### config.mk
export PLATFORM = sky130hd
export DESIGN_NAME = cfg_sequencer
export DESIGN_NICKNAME = d
export VERILOG_FILES = /design/src/rtl/cfgseq_pkg.sv /design/src/rtl/cfgseq_timer.sv /design/src/rtl/cfgseq_mode_reg.sv /design/src/rtl/cfg_sequencer.sv
export SDC_FILE = /design/constraint.sdc
export NUM_CORES = 1
export LEC_CHECK = 0
export BUFFER_PORTS_ARGS = -buffer_cell sky130_fd_sc_hd__buf_2
export CAP_MARGIN = 20
export CORE_MARGIN = 8
export CORE_UTILIZATION = 55
export DETAILED_ROUTE_END_ITERATION = 7
export PLACE_DENSITY = 0.81
export SLEW_MARGIN = 10
export SYNTH_ARGS = -nofsm -noshare
export SYNTH_HDL_FRONTEND = slang
export SYNTH_SLANG_ARGS = --single-unit
### constraint.sdc
create_clock -name clk -period 3.78 [get_ports clk]
set_input_delay 0 -clock clk [delete_from_list [all_inputs] [get_ports clk]]
set_output_delay 0 -clock clk [all_outputs]
set_load 0.01 [all_outputs]
### src/rtl/cfgseq_pkg.sv
package cfgseq_pkg;
  typedef enum logic [2:0] {
    ST_PWR   = 3'd0,
    ST_CLR   = 3'd1,
    ST_INITW = 3'd2,
    ST_LOAD  = 3'd3,
    ST_STUP  = 3'd4,
    ST_USER  = 3'd5,
    ST_ABORT = 3'd6
  } cfg_state_e;
endpackage

### src/rtl/cfgseq_timer.sv
module cfgseq_timer #(
  parameter int W = 5
) (
  input  logic         clk,
  input  logic         rst,
  input  logic         restart,
  output logic [W-1:0] cnt
);
  always_ff @(posedge clk) begin
    if (rst || restart) cnt <= '0;
    else if (cnt != {W{1'b1}}) cnt <= cnt + 1'b1;
  end
endmodule

### src/rtl/cfgseq_mode_reg.sv
module cfgseq_mode_reg #(
  parameter int MW = 3
) (
  input  logic          clk,
  input  logic          rst,
  input  logic          clr,
  input  logic          cap,
  input  logic [MW-1:0] din,
  output logic [MW-1:0] q
);
  always_ff @(posedge clk) begin
    if (rst || clr) q <= '0;
    else if (cap)   q <= din;
  end
endmodule

### src/rtl/cfg_sequencer.sv
module cfg_sequencer
  import cfgseq_pkg::*;
#(
  parameter int MODE_W         = 3,
  parameter int CLEAR_CYCLES   = 16,
  parameter int STARTUP_CYCLES = 8
) (
  input  logic              clk,
  input  logic              rst,
  input  logic              vcore_ok,
  input  logic              vaux_ok,
  input  logic              vio_ok,
  input  logic              prog_n,
  input  logic              init_in,
  input  logic [MODE_W-1:0] mode_pins,
  input  logic              frame_valid,
  input  logic              crc_done,
  input  logic              crc_ok,
  input  logic              reconf_req,
  output logic              init_drive_low,
  output logic              mem_clear,
  output logic [MODE_W-1:0] mode_q,
  output logic              startup_active,
  output logic              user_mode
);
  localparam int CNT_MAX = (CLEAR_CYCLES > STARTUP_CYCLES) ? CLEAR_CYCLES : STARTUP_CYCLES;
  localparam int CNT_W   = $clog2(CNT_MAX + 1);

  cfg_state_e       state_q, state_d;
  logic             got_frame_q;
  logic [CNT_W-1:0] cnt;
  logic             restart, clr_done, stup_done, supplies_ok;

  assign supplies_ok = vcore_ok && vaux_ok && vio_ok;
  assign clr_done    = (cnt == CNT_W'(CLEAR_CYCLES - 1));
  assign stup_done   = (cnt == CNT_W'(STARTUP_CYCLES - 1));

  always_comb begin
    state_d = state_q;
    case (state_q)
      ST_PWR:   if (supplies_ok) state_d = ST_CLR;
      ST_CLR:   if (prog_n && clr_done) state_d = ST_INITW;
      ST_INITW: begin
        if (!prog_n)      state_d = ST_CLR;
        else if (init_in) state_d = ST_LOAD;
      end
      ST_LOAD: begin
        if (!prog_n) state_d = ST_CLR;
        else if (crc_done && got_frame_q) state_d = crc_ok ? ST_STUP : ST_ABORT;
      end
      ST_STUP: begin
        if (!prog_n)        state_d = ST_CLR;
        else if (stup_done) state_d = ST_USER;
      end
      ST_USER:  if (!prog_n || reconf_req) state_d = ST_CLR;
      ST_ABORT: if (!prog_n) state_d = ST_CLR;
      default:  state_d = ST_PWR;
    endcase
  end

  assign restart = (state_d != state_q) || (state_q == ST_CLR && !prog_n);

  cfgseq_timer #(.W(CNT_W)) timer_i (
    .clk     (clk),
    .rst     (rst),
    .restart (restart),
    .cnt     (cnt)
  );

  cfgseq_mode_reg #(.MW(MODE_W)) mode_i (
    .clk (clk),
    .rst (rst),
    .clr (state_d == ST_CLR),
    .cap (state_q == ST_INITW && state_d == ST_LOAD),
    .din (mode_pins),
    .q   (mode_q)
  );

  always_ff @(posedge clk) begin
    if (rst) begin
      state_q        <= ST_PWR;
      got_frame_q    <= 1'b0;
      init_drive_low <= 1'b0;
      mem_clear      <= 1'b0;
      startup_active <= 1'b0;
      user_mode      <= 1'b0;
    end else begin
      state_q        <= state_d;
      got_frame_q    <= (state_q == ST_LOAD && state_d == ST_LOAD) && (got_frame_q || frame_valid);
      init_drive_low <= (state_d == ST_CLR) || (state_d == ST_ABORT);
      mem_clear      <= (state_d == ST_CLR);
      startup_active <= (state_d == ST_STUP);
      user_mode      <= (state_d == ST_USER);
    end
  end
endmodule

==> summary.txt <==
STA
  – Unrepaired setup endpoints after global routing: false
  – F_max: roughly 450 MHz
  – Clock Skews: around 0.0053 ns
  – Setup violators final: 0
  – Worst-Margin Slew: about 0.46 ns
  – Final min period: approximately 2.2 ns
  – Worst hold slack: 0.03199 ns
  – Relative slew slack: 0.6911
  – Fin crit share: 0.5834
  – Setup_tns: 0 ns
  – Final Hold Vio Count: 0
  – Max-slew violations: 0

Logic synthesis
  – Post-synth cell types: 45
  – Top cells by area, synth: dfxtp_1 36%, ha_1 4.2%, nand2b_1 4.2%, nor3_1 3.9%, or4b_1 3.3%
  – Average cell area after synthesis: around 9.2 µm²
  – Post-synth EDFFs: 0
  – Top-area cell type share of the netlist area: 0.3570
  – Post-synthesis sequential area ratio: 0.3570
  – Synthesized flop and latch total: 16
  – Top FF cell, synth: dfxtp_1
  – Asr flop ratio synth: 0
  – Synth Net Count: approximately 110
  – Mapped Area: 897.1 µm²
  – Cell taking the most area after synthesis: dfxtp_1
  – Total of warnings raised by yosys: 0
  – Mapped Cells: between 90 and 100

Place
  – GP Congestion: ~0.8
  – Final HPWL DP: 1605 µm
  – Port-buffer cells: 20
  – Placed instance count: between 100 and 150
  – Area after DPL: slightly below 1000 µm²

Clock network
  – CTS hold repair buffers: 0
  – Max Root-Sink Buffers: 2
  – Post_cts resized: 0
  – CTS tree: done
  – Inserted Clock Buffers: 3
  – Clock sinks: 16
  – Clk root buf: clkbuf_4
  – Clock transition at path regs: approximately 0.1 ns
  – Worst skew pair latency: 0.29 ns
  – Post-CTS setup buffers: 0
  – H-tree levels: 1

Global routing
  – GRT Overall Usage: 0.1317
  – Initial antenna violation count: 0
  – Number of global-route vias before repair: ~840
  – Largest net degree at the start of global routing: 16
  – GRT overflow: 0
  – First-pass GRT wire length: about 3500 µm

Setup path
  – Element type at the critical path end: flop
  – Crit Reg-Reg Endpoint: mode_i.q[1]$_SDFFE_PP0P_
  – Kind of critical path: reg -> reg
  – Worst r2r path cells: 7
  – RR Startpoint: timer_i.cnt[0]$_SDFFE_PP0P_
  – Worst R2R Setup Slack: ~1.6 ns
  – Arr. time, crit path: around 2.4 ns
  – Worst-path maximum fanout: 11
  – Crit path launch type: flop
  – CP required: around 4 ns

Floorplan
  – Starting density of the core: 0.5887
  – Io pins: 21
  – # rows: 14
  – Die area: approximately 3200 µm²
  – Die height: between 50 and 60 µm
  – Die span in x: about 56 µm
  – Core area: ~1500 µm²

Detailed routing
  – Drt wl/cell: between 15 and 20 µm
  – Routed Antenna Nets: 0
  – DRC viols: 0
  – Via density per instance: around 6.1
  – Routed WL: around 2000 µm
  – Routed via count: 817
  – First-pass DRT Iterations: 4
  – Starting DRT DRC Count: 23

Final layout
  – Post-Layout Cell Count: between 100 and 150
  – Layout cells sized above 1: 0.2650
  – Number of diodes: 0
  – Final Instance Area: between 1000 and 1500 µm²
  – Final net count: roughly 140
  – Area delta synth->final: 13.95%

Min path
  – Worst Hold Depth: 3
  – Hold Startpoint: frame_valid
  – Hold Crit Class: in -> reg
  – Worst Hold Endpoint: got_frame_q$_SDFF_PP0_

Pwr
  – Cell area power density: approximately 330 nW/µm²
  – Worst VDD drop: around 0.24 mV
  – Leak pwr: ~0.42 nW

Outcome
  – Status: completed

Flow run
  – Max-Cap Viols: 0
cell usage after synthesis (2+ instances only):
library cell  count
nor4_1            2
nor3_1            7
inv_1             4
nand2b_1          6
buf_6             2
a21oi_1           3
or4b_1            3
nor2b_1           2
dfxtp_1          16
xor2_1            2
o21ai_1           2
nor2_1            6
ha_1              3
nand3_1           4
nand2_1           4
o21ai_0           2
critical path, stage by stage (launching register included):
cell	delay, ns
dfxtp_1	0.34
ha_1	0.22
and3_1	0.21
ha_1	0.22
a2bb2oi_1	0.15
o2111a_1	0.35
or4b_1	0.54
o21ai_0	0.09
power by group:
| group | switching (W) | internal, W | total, W |
|---|---|---|---|
| Combinational | 0.0000249 | 0.0000220 | 0.0000469 |
| Clock | 0.0000544 | 0.0000587 | 0.000113 |
| Sequential | 0.00000545 | 0.000175 | 0.000180 |
| Total | 0.0000848 | 0.000255 | 0.000340 |
through the flow:
step	utilization	setup slack (ns)	power [W]
floorplan	-	1.742	0.0002167
global placement	0.6470	1.700	0.0002289
detailed placement	0.6470	1.578	0.0002314
CTS	0.6708	1.549	0.0003443
global route	0.6708	1.429	0.0003620
finish	0.6708	1.575	0.0003403
flip-flops by register name, indices dropped and copies added, names as in the netlist:
signal and cells:
timer_i.cnt 5, mode_i.q 3, state_q 3, got_frame_q 1, init_drive_low 1, mem_clear 1
startup_active 1, user_mode 1
layout by cell type (no fill, tap or decap), types with 2 or more instances in the layout:
master    instances
nor3_1            7
o21ai_1           2
or4b_1            3
buf_2            20
nand3_1           4
a21oi_1           3
o21ai_0           2
nand2_1           4
nor2b_1           2
dfxtp_1          16
inv_1             4
ha_1              3
nor2_1            6
nand2b_1          6
nor4_1            2
clkbuf_4          3
xor2_1            2
metal layers:
metal  wire, µm  track usage
met3        165      0.04719
met5          0            0
met1        947       0.1656
met4         47      0.07904
met2        873       0.1854
worst max-delay path by stage:
stage / from / slack (ns) / to / cells past startpoint
after floorplan: timer_i.cnt[0]$_SDFFE_PP0P_ / 1.74 / mode_i.q[1]$_SDFFE_PP0P_ / 8
after global placement: timer_i.cnt[0]$_SDFFE_PP0P_ / 1.70 / mode_i.q[0]$_SDFFE_PP0P_ / 7
after detailed placement: timer_i.cnt[0]$_SDFFE_PP0P_ / 1.58 / mode_i.q[1]$_SDFFE_PP0P_ / 7
after CTS: timer_i.cnt[0]$_SDFFE_PP0P_ / 1.55 / mode_i.q[1]$_SDFFE_PP0P_ / 7
after global routing: timer_i.cnt[0]$_SDFFE_PP0P_ / 1.43 / mode_i.q[1]$_SDFFE_PP0P_ / 7
final: timer_i.cnt[0]$_SDFFE_PP0P_ / 1.57 / mode_i.q[1]$_SDFFE_PP0P_ / 7
cells by family (layout without fill, tap and decap cells):
logic type / count (synthesis) / count (layout) / synth area share
simple gates: 46 / 46 / 0.3320
mux: 2 / 2 / 0.02371
compound gates: 19 / 19 / 0.1646
buf+inv: 8 / 28 / 0.05159
fa+ha+maj: 3 / 3 / 0.04185
flops: 16 / 16 / 0.3570
xor+xnor: 3 / 3 / 0.02929
cell type report:
class                      count  area (µm²)
multi-input combinational     73       530.5
sequential                    16       320.3
inverter                       4       15.01
clock buffer                   4       36.28
tap                           16       20.02
fill                         125       501.7
timing repair buffer          20       100.1
Power figures use the tool's default switching activity.
